## src/rtl/wrc_pkg.sv

```systemverilog
package wrc_pkg;
  localparam int NUM_GRP  = 2;
  localparam int GRP_MAIN = 0;
  localparam int GRP_DBG  = 1;

  // bit 0 .. bit 3 in declaration order from the bottom
  typedef struct packed {
    logic boot_ram;
    logic dbg_osc_byp;
    logic dbg_safe_dis;
    logic safe_dis;
  } wrc_cfg_t;

  localparam int CFG_W = $bits(wrc_cfg_t);
endpackage

```

## src/rtl/wrc_sync.sv

```systemverilog
module wrc_sync #(
  parameter int STAGES = 2
) (
  input  logic clk_i,
  input  logic rst_ni,
  input  logic async_i,
  output logic level_o,
  output logic rise_o
);
  logic [STAGES-1:0] sh_q;
  logic              prev_q;

  generate
    for (genvar i = 0; i < STAGES; i++) begin : g_stage
      if (i == 0) begin : g_first
        always_ff @(posedge clk_i or negedge rst_ni) begin
          if (!rst_ni) sh_q[i] <= 1'b0;
          else         sh_q[i] <= async_i;
        end
      end else begin : g_next
        always_ff @(posedge clk_i or negedge rst_ni) begin
          if (!rst_ni) sh_q[i] <= 1'b0;
          else         sh_q[i] <= sh_q[i-1];
        end
      end
    end
  endgenerate

  always_ff @(posedge clk_i or negedge rst_ni) begin
    if (!rst_ni) prev_q <= 1'b0;
    else         prev_q <= sh_q[STAGES-1];
  end

  assign level_o = sh_q[STAGES-1];
  assign rise_o  = sh_q[STAGES-1] & ~prev_q;
endmodule

```

## src/rtl/wrc_cfg_reg.sv

```systemverilog
module wrc_cfg_reg
  import wrc_pkg::*;
(
  input  logic             clk_i,
  input  logic             rst_ni,
  input  logic             wr_i,
  input  logic [CFG_W-1:0] data_i,
  output wrc_cfg_t         cfg_o
);
  // cold reset only; warm reset has no path here
  always_ff @(posedge clk_i or negedge rst_ni) begin
    if (!rst_ni)   cfg_o <= '0;
    else if (wr_i) cfg_o <= wrc_cfg_t'(data_i);
  end
endmodule

```

## src/rtl/wrc_policy.sv

```systemverilog
module wrc_policy
  import wrc_pkg::*;
(
  input  wrc_cfg_t           cfg_i,
  input  logic               rise_i,
  output logic [NUM_GRP-1:0] set_o
);
  logic quiet;

  // warm boot from RAM: touch no clocks
  assign quiet = cfg_i.boot_ram;

  always_comb begin
    set_o           = '0;
    set_o[GRP_MAIN] = rise_i & ~quiet & ~cfg_i.safe_dis;
    // oscillator bypass overrides the debug disable
    set_o[GRP_DBG]  = rise_i & ~quiet & (~cfg_i.dbg_safe_dis | cfg_i.dbg_osc_byp);
  end
endmodule

```

## src/rtl/wrc_safe_grp.sv

```systemverilog
module wrc_safe_grp (
  input  logic clk_i,
  input  logic rst_ni,
  input  logic set_i,
  input  logic clr_i,
  output logic req_o
);
  always_ff @(posedge clk_i or negedge rst_ni) begin
    if (!rst_ni)     req_o <= 1'b1;
    else if (set_i)  req_o <= 1'b1;
    else if (clr_i)  req_o <= 1'b0;
  end
endmodule

```

## src/rtl/wrst_clk_safe_ctrl.sv

```systemverilog
module wrst_clk_safe_ctrl
  import wrc_pkg::*;
#(
  parameter int SYNC_STAGES = 2
) (
  input  logic               clk_i,
  input  logic               rst_ni,
  input  logic               warm_rst_i,
  input  logic               cfg_wr_i,
  input  logic [CFG_W-1:0]   cfg_data_i,
  input  logic               clr_wr_i,
  input  logic [NUM_GRP-1:0] clr_data_i,
  output logic [CFG_W-1:0]   cfg_q_o,
  output logic               main_safe_o,
  output logic               dbg_safe_o,
  output logic               dbg_byp_osc_o,
  output logic               boot_ram_o
);
  wrc_cfg_t           cfg;
  logic               warm_lvl;
  logic               warm_rise;
  logic [NUM_GRP-1:0] grp_set;
  logic [NUM_GRP-1:0] grp_req;
  logic               boot_q;

  wrc_sync #(.STAGES(SYNC_STAGES)) u_sync (
    .clk_i   (clk_i),
    .rst_ni  (rst_ni),
    .async_i (warm_rst_i),
    .level_o (warm_lvl),
    .rise_o  (warm_rise)
  );

  wrc_cfg_reg u_cfg (
    .clk_i  (clk_i),
    .rst_ni (rst_ni),
    .wr_i   (cfg_wr_i),
    .data_i (cfg_data_i),
    .cfg_o  (cfg)
  );

  wrc_policy u_policy (
    .cfg_i  (cfg),
    .rise_i (warm_rise),
    .set_o  (grp_set)
  );

  generate
    for (genvar g = 0; g < NUM_GRP; g++) begin : g_grp
      wrc_safe_grp u_grp (
        .clk_i  (clk_i),
        .rst_ni (rst_ni),
        .set_i  (grp_set[g]),
        .clr_i  (clr_wr_i & clr_data_i[g]),
        .req_o  (grp_req[g])
      );
    end
  endgenerate

  always_ff @(posedge clk_i or negedge rst_ni) begin
    if (!rst_ni)        boot_q <= 1'b0;
    else if (warm_rise) boot_q <= cfg.boot_ram;
  end

  logic unused_lvl;
  assign unused_lvl = warm_lvl;

  assign cfg_q_o       = cfg;
  assign main_safe_o   = grp_req[GRP_MAIN];
  assign dbg_safe_o    = grp_req[GRP_DBG];
  assign dbg_byp_osc_o = cfg.dbg_osc_byp;
  assign boot_ram_o    = boot_q;
endmodule

```

## config.mk

```make
export PLATFORM = sky130hd
export DESIGN_NAME = wrst_clk_safe_ctrl
export DESIGN_NICKNAME = d
export VERILOG_FILES = /design/src/rtl/wrc_pkg.sv /design/src/rtl/wrc_sync.sv /design/src/rtl/wrc_cfg_reg.sv /design/src/rtl/wrc_policy.sv /design/src/rtl/wrc_safe_grp.sv /design/src/rtl/wrst_clk_safe_ctrl.sv
export SDC_FILE = /design/constraint.sdc
export NUM_CORES = 1
export LEC_CHECK = 0
export BUFFER_PORTS_ARGS = -buffer_cell sky130_fd_sc_hd__buf_2
export CAP_MARGIN = 20
export CORE_UTILIZATION = 30
export CTS_CLUSTER_DIAMETER = 40
export DETAILED_ROUTE_END_ITERATION = 10
export PLACE_DENSITY_LB_ADDON = 0.3
export SYNTH_ARGS = -nofsm -noshare
export SYNTH_HDL_FRONTEND = slang
export SYNTH_HIERARCHICAL = 1
export SYNTH_SLANG_ARGS = --single-unit
```

## constraint.sdc

```tcl
create_clock -name clk_i -period 1 [get_ports clk_i]
set_input_delay 0.1 -clock clk_i [delete_from_list [all_inputs] [get_ports clk_i]]
set_output_delay 0.1 -clock clk_i [all_outputs]
set_load 0.05 [all_outputs]
```

==> flow_summary_export.csv, run 1 <==
group,metric,value,unit
layout,area_growth,55.8,%
routing,drt-pass1-iter-count,2,
timing,final.setup.tns,-0.100,ns
logic_synthesis,yosys.area.top_type,"dfrtp_1",
outcome,failed_checks,"setup timing",
clocking,clk_latency,0.26,ns
logic_synthesis,yosysWarnings,6,
floorplanning,initial_core_util,34.1,%
routing,vias_per_cell,4.29,
placed_design,pre_cts_ws,0.0369,ns
outcome,outcome,"complete, but fails checks",
clocking,cts-root-buf,"clkbuf_4",
logic_synthesis,syn_area_per_cell,14.8,µm²
global_route,grt_pass1_vias,281,
logic_synthesis,async_flop_share,100,%
routing,ant_nets,0,
floorplanning,io_pins,19,
logic_synthesis,synth-edff-count,0,
timing,fin_skew,0.00241,ns
logic_synthesis,ys_top_cells_by_area,"dfrtp_1 50%, dfstp_2 13%, mux2_2 11%",
logic_synthesis,synth_common_cells,"8 x dfrtp_1, 4 x mux2_2, 3 x inv_1",
timing,period_needed,1.05,ns
logic_synthesis,syn_area,399,µm²
setup_path,critPathArrivalTime,0.95,ns
placed_design,placed_area,504,µm²
run,drv_cap,0,
routing,num_vias,279,
routing,routedWlPerCell,10.0,µm
timing,finalMaxSlewViolations,0,
timing,rsz0062_at_grt,"yes",
min_path,hp-class,"in -> reg",
clocking,numCtsBuffers,3,
floorplanning,die-height,38.5,µm
logic_synthesis,yosysMostFrequentCell,"dfrtp_1",
logic_synthesis,synth-seq-area-share,63.3,%
setup_path,path_buf_inv,1,
pwr,vdd_drop_max,0.00107,V
clocking,cts.sinks,10,
setup_path,crit_path_max_fanout,2,
global_route,grt_pass1_wl,1140,µm
layout,nNetsFinal,63,
timing,hold_violations,0,
timing,setup_slack,-0.0518,ns
routing,drc,0,
timing,max_slew_margin,86.1,%
setup_path,crit_type,"reg -> out",
logic_synthesis,synth_fp_nets,38,
placed_design,gp_congestion,0.688,
floorplanning,core_area,0.00117,mm²
timing,setup_violations,2,
clocking,path_clk_slew,0.07,ns
logic_synthesis,ys_seq_elements,10,
logic_synthesis,yosysUniqueCellTypes,12,
routing,drtIter0Drc,1,
floorplanning,dieArea,0.00148,mm²
placed_design,io_buffer_count,18,
timing,fmax,951,MHz
clocking,cts_buffer_depth,2,
layout,drive_gt1_share,72.5,%
setup_path,cpMaxStageDelayCell,"dfstp_2",
setup_path,path_cells,"buf_8",
setup_path,cp-end-kind,"output port",
timing,period_share,105,%
global_route,track_usage,12.5,%
logic_synthesis,yosys_most_used_dff,"dfrtp_1",
setup_path,path_delay_family,"flip-flops",
setup_path,rrSetupSlack,0.03,ns
floorplanning,row_count,12,
timing,worstMarginPinSlew,0.208,ns
layout,fillers,106,
setup_path,cp-start-kind,"register",
clocking,cts_tree,"done",
floorplanning,die_w,38.5,µm
global_route,antenna_found_initial,0,
routing,wl,653,µm
pwr,p_total,1.20,mW
logic_synthesis,synth_top_area_share,50.2,%
logic_synthesis,syn_inst,27,
layout,n_antenna_cell,0,
global_route,overflow,0,
setup_path,critical_path.max_stage_delay,0.55,ns
pwr,p_leak,0.309,nW
pwr,power.density,1930,mW/mm²
setup_path,cp.required,0.90,ns
global_route,grt_max_degree,11,
layout,final_area,622,µm²
timing,holdWs,0.0698,ns
clocking,cts_max_level,1,
## worst paths after layout
kind / cells after the start / start / endpoint
worst max-delay path: 1 / g_grp[1].u_grp/req_o / dbg_safe_o
worst min-delay path: 2 / cfg_data_i[2] / u_cfg/cfg_o[2]
worst max register to register: 2 / u_sync/prev_q / boot_ram_o
worst min register to register: 0 / u_sync/sh_q[0] / u_sync/level_o
max in group asynchronous: 2 / rst_ni / g_grp[0].u_grp/req_o
min in group asynchronous: 2 / rst_ni / u_sync/prev_q
## cells in the final DEF (no fill, tap or decap)
cell type and n:
buf_2 10, buf_6 5, dfrtp_1 4, clkbuf_4 4
mux2_2 4, dfrtp_2 4, inv_1 3, and2_1 2
a21o_1 2, dfstp_2 2, dlygate4sd3_1 2, buf_8 2
mux2_4 1, clkbuf_8 1, buf_4 1, nand2b_4 1
a21oi_2 1, nor2_1 1, nor2b_4 1
## per-stage QoR
step / utilization (%) / instances
floorplan: - / 27
detailed placement: 43.1 / 58
global route: 53.1 / 65
global placement: 43.1 / 58
CTS: 51.0 / 64
finish: 53.1 / 65
## sequential cells by signal, summed over array words and instances (netlist names)
signal and cells:
boot_ram_o 1, g_grp.u_grp/req_o 2, u_sync/level_o 1, u_cfg/cfg_o 4, u_sync/sh_q 1, u_sync/prev_q 1
## area by class of cell
class | instances | area [µm²] | area share, %
flip-flops and latches | 10 | 258 | 41.4
repair buffers | 21 | 171 | 27.6
multi-input cells | 13 | 128 | 20.5
clock buffers | 4 | 36.3 | 5.84
well taps | 14 | 17.5 | 2.82
inverters | 3 | 11.3 | 1.81
## kinds of logic after synthesis
kind of cell	after synthesis	share of synthesized area [%]
compound gates	3	5.96
buf+inv	4	4.70
flops	10	63.3
mux	5	15.0
simple gates	5	11.0
## per-layer routing
layer  vias up  GRT usage, %  share of wire (%)  wire [µm]
li1        136             -                  -          -
met1       131          12.0                 43        282
met2        12          20.3                 50        325
met3         0          6.98                6.9         45
met4         0          7.76                  0          0
met5         -             0                  0          0
## power breakdown
part	switching, mW	internal [mW]	leakage, nW	total, mW
registers	0.0371	0.460	0.110	0.497
logic	0.194	0.151	0.178	0.346
clock network	0.136	0.221	0.0210	0.357
## what timing repair did
action	CTS	global route
pin swaps	0	0
hold endpoints to repair	11	0
gates resized for setup	12	5
endpoints found under the setup margin	7	7
cloned	0	0
buffers inserted	0	1
hold buffers	2	0
Note: power is estimated with default switching activity, not from simulation.
==> run 2: changes to the inputs <==
- CORE_AREA: not set -> 2 2 39 41
- CORE_UTILIZATION: 30 -> not set
- DIE_AREA: not set -> 0 0 41 43
- clock period: 1 -> 0.9 ns (I/O delays scaled with it)
==> run 2 against run 1 <==
Compared with the run above:
- the flow still finishes with violations (setup timing)
- final area up 7.6%
- combinational power up 23%
- routed wire length up 17%
- critical path depth unchanged
- clock power up 11%
- count of clock-buffer cells in the layout unchanged
- die area up 19%
- hold slack worse by 0.013 ns
- setup slack worse by 0.090 ns
- global-route usage down 1.7 points
- non-clock buffer count up 4
- largest cell class unchanged
==> flow_summary_export.csv, run 2 (synthesis gave the netlist of run 1 again) <==
group,metric,value,unit
timing,fin_skew,0.00241,ns
setup_path,crit_path_max_fanout,2,
timing,setup_violations,12,
clocking,path_clk_slew,0.07,ns
clocking,cts.sinks,10,
routing,vias_per_cell,4.08,
setup_path,cpMaxStageDelayCell,"dfstp_2",
layout,drive_gt1_share,78.2,%
routing,drc,0,
global_route,track_usage,10.7,%
timing,final.setup.tns,-0.610,ns
pwr,power.density,2060,mW/mm²
layout,multi_input_area,130,µm²
routing,drt-pass1-iter-count,2,
min_path,hp-class,"in -> reg",
global_route,grt_max_degree,11,
layout,fin_util,48.4,%
setup_path,crit_type,"reg -> out",
global_route,antenna_found_initial,0,
clocking,numCtsBuffers,3,
pwr,p_leak,0.331,nW
setup_path,cp-end-kind,"output port",
layout,fillers,131,
setup_path,critical_path.max_stage_delay,0.55,ns
placed_design,io_buffer_count,18,
floorplanning,io_pins,19,
floorplanning,row_count,14,
setup_path,cp-start-kind,"register",
layout,mostFrequentLayoutCell,"buf_2",
routing,routedWlPerCell,10.8,µm
routing,ant_nets,0,
layout,seqCellArea,259,µm²
floorplanning,initial_core_util,28.8,%
floorplanning,core_area,0.00138,mm²
timing,worstMarginPinSlew,0.217,ns
timing,holdWs,0.0571,ns
setup_path,critPathArrivalTime,0.95,ns
floorplanning,dieArea,0.00176,mm²
placed_design,placed_area,515,µm²
timing,hold_violations,0,
pwr,vdd_drop_max,0.000870,V
layout,final_cell_mix,"10 x buf_2, 8 x buf_6, 5 x dfrtp_2",
timing,rsz0062_at_grt,"yes",
global_route,grt_pass1_wl,1250,µm
timing,fmax,960,MHz
routing,wl,765,µm
clocking,cts_buffer_depth,2,
layout,nNetsFinal,67,
layout,final_area,669,µm²
floorplanning,die-height,43,µm
routing,drtIter0Drc,5,
outcome,outcome,"complete, but fails checks",
timing,setup_slack,-0.142,ns
timing,finalMaxSlewViolations,0,
global_route,grt_pass1_vias,298,
placed_design,gp_congestion,0.650,
floorplanning,die_w,41,µm
clocking,clk_latency,0.26,ns
setup_path,path_cells,"buf_8",
run,drv_cap,0,
setup_path,path_delay_family,"flip-flops",
routing,num_vias,290,
layout,largest_register,"u_cfg/cfg_o",
layout,n_antenna_cell,0,
timing,period_share,116,%
timing,period_needed,1.04,ns
layout,area_growth,67.7,%
clocking,cts_max_level,1,
outcome,failed_checks,"setup timing",
layout,reg_top3,"u_cfg/cfg_o x4, g_grp.u_grp/req_o x2",
timing,max_slew_margin,85.5,%
clocking,cts-root-buf,"clkbuf_4",
global_route,overflow,0,
layout,largest_reg_flops,4,
setup_path,path_buf_inv,1,
setup_path,cp.required,0.81,ns
clocking,cts_tree,"done",
run 2: path summary, 6_finish.rpt:
check                                      from                    to  slack [ns]  cells after the start
min reg2reg                      u_sync/sh_q[0]        u_sync/level_o        0.38                      0
max                        g_grp[0].u_grp/req_o           main_safe_o       -0.14                      1
max in group asynchronous                rst_ni  g_grp[1].u_grp/req_o        0.43                      2
min in group asynchronous                rst_ni        u_sync/sh_q[0]        0.22                      2
min                               cfg_data_i[3]        u_cfg/cfg_o[3]        0.06                      2
max reg2reg                       u_sync/prev_q            boot_ram_o       -0.05                      2
run 2: timing repair:
action | CTS | global route
endpoints found under the hold margin | 11 | 0
setup endpoints to repair | 11 | 12
gates resized for setup | 19 | 2
hold buffers | 2 | 0
buffers inserted | 3 | 1
run 2: routing by layer:
metal / global-route usage [%] / wire length (µm) / vias to the layer above
li1: - / - / 142
met1: 11.5 / 309 / 135
met2: 17.5 / 404 / 13
met3: 3.14 / 52 / 0
met4: 6.00 / 0 / 0
met5: 0 / 0 / -
run 2: worst register-to-register path: stages, from the launching register on:
cell and delay (ns):
dfrtp_1 0.40, nor2b_4 0.14, mux2_4 0.30
run 2: per-stage QoR:
step	std cells	total power, mW	worst slack, ns
5_1_grt	71	1.46	-0.178
4_1_cts	70	1.37	-0.154
6_report	71	1.38	-0.142
3_5_place_dp	61	0.866	-0.0541
2_1_floorplan	27	0.785	-0.0588
3_3_place_gp	61	0.865	-0.0288
run 2: power breakdown:
| group | leakage [nW] | total, mW | internal [mW] | switching (mW) |
|---|---|---|---|---|
| Clock | 0.0210 | 0.398 | 0.245 | 0.152 |
| Sequential | 0.109 | 0.555 | 0.512 | 0.0430 |
| Combinational | 0.200 | 0.426 | 0.201 | 0.225 |
| Total | 0.331 | 1.38 | 0.958 | 0.421 |
run 2: final cells by class:
cell class / instances / share of cell area [%]
Sequential cell: 10 / 38.7
Timing Repair Buffer: 25 / 31.8
Tap cell: 16 / 2.99
Clock buffer: 4 / 5.42
Multi-Input combinational cell: 13 / 19.4
Inverter: 3 / 1.68
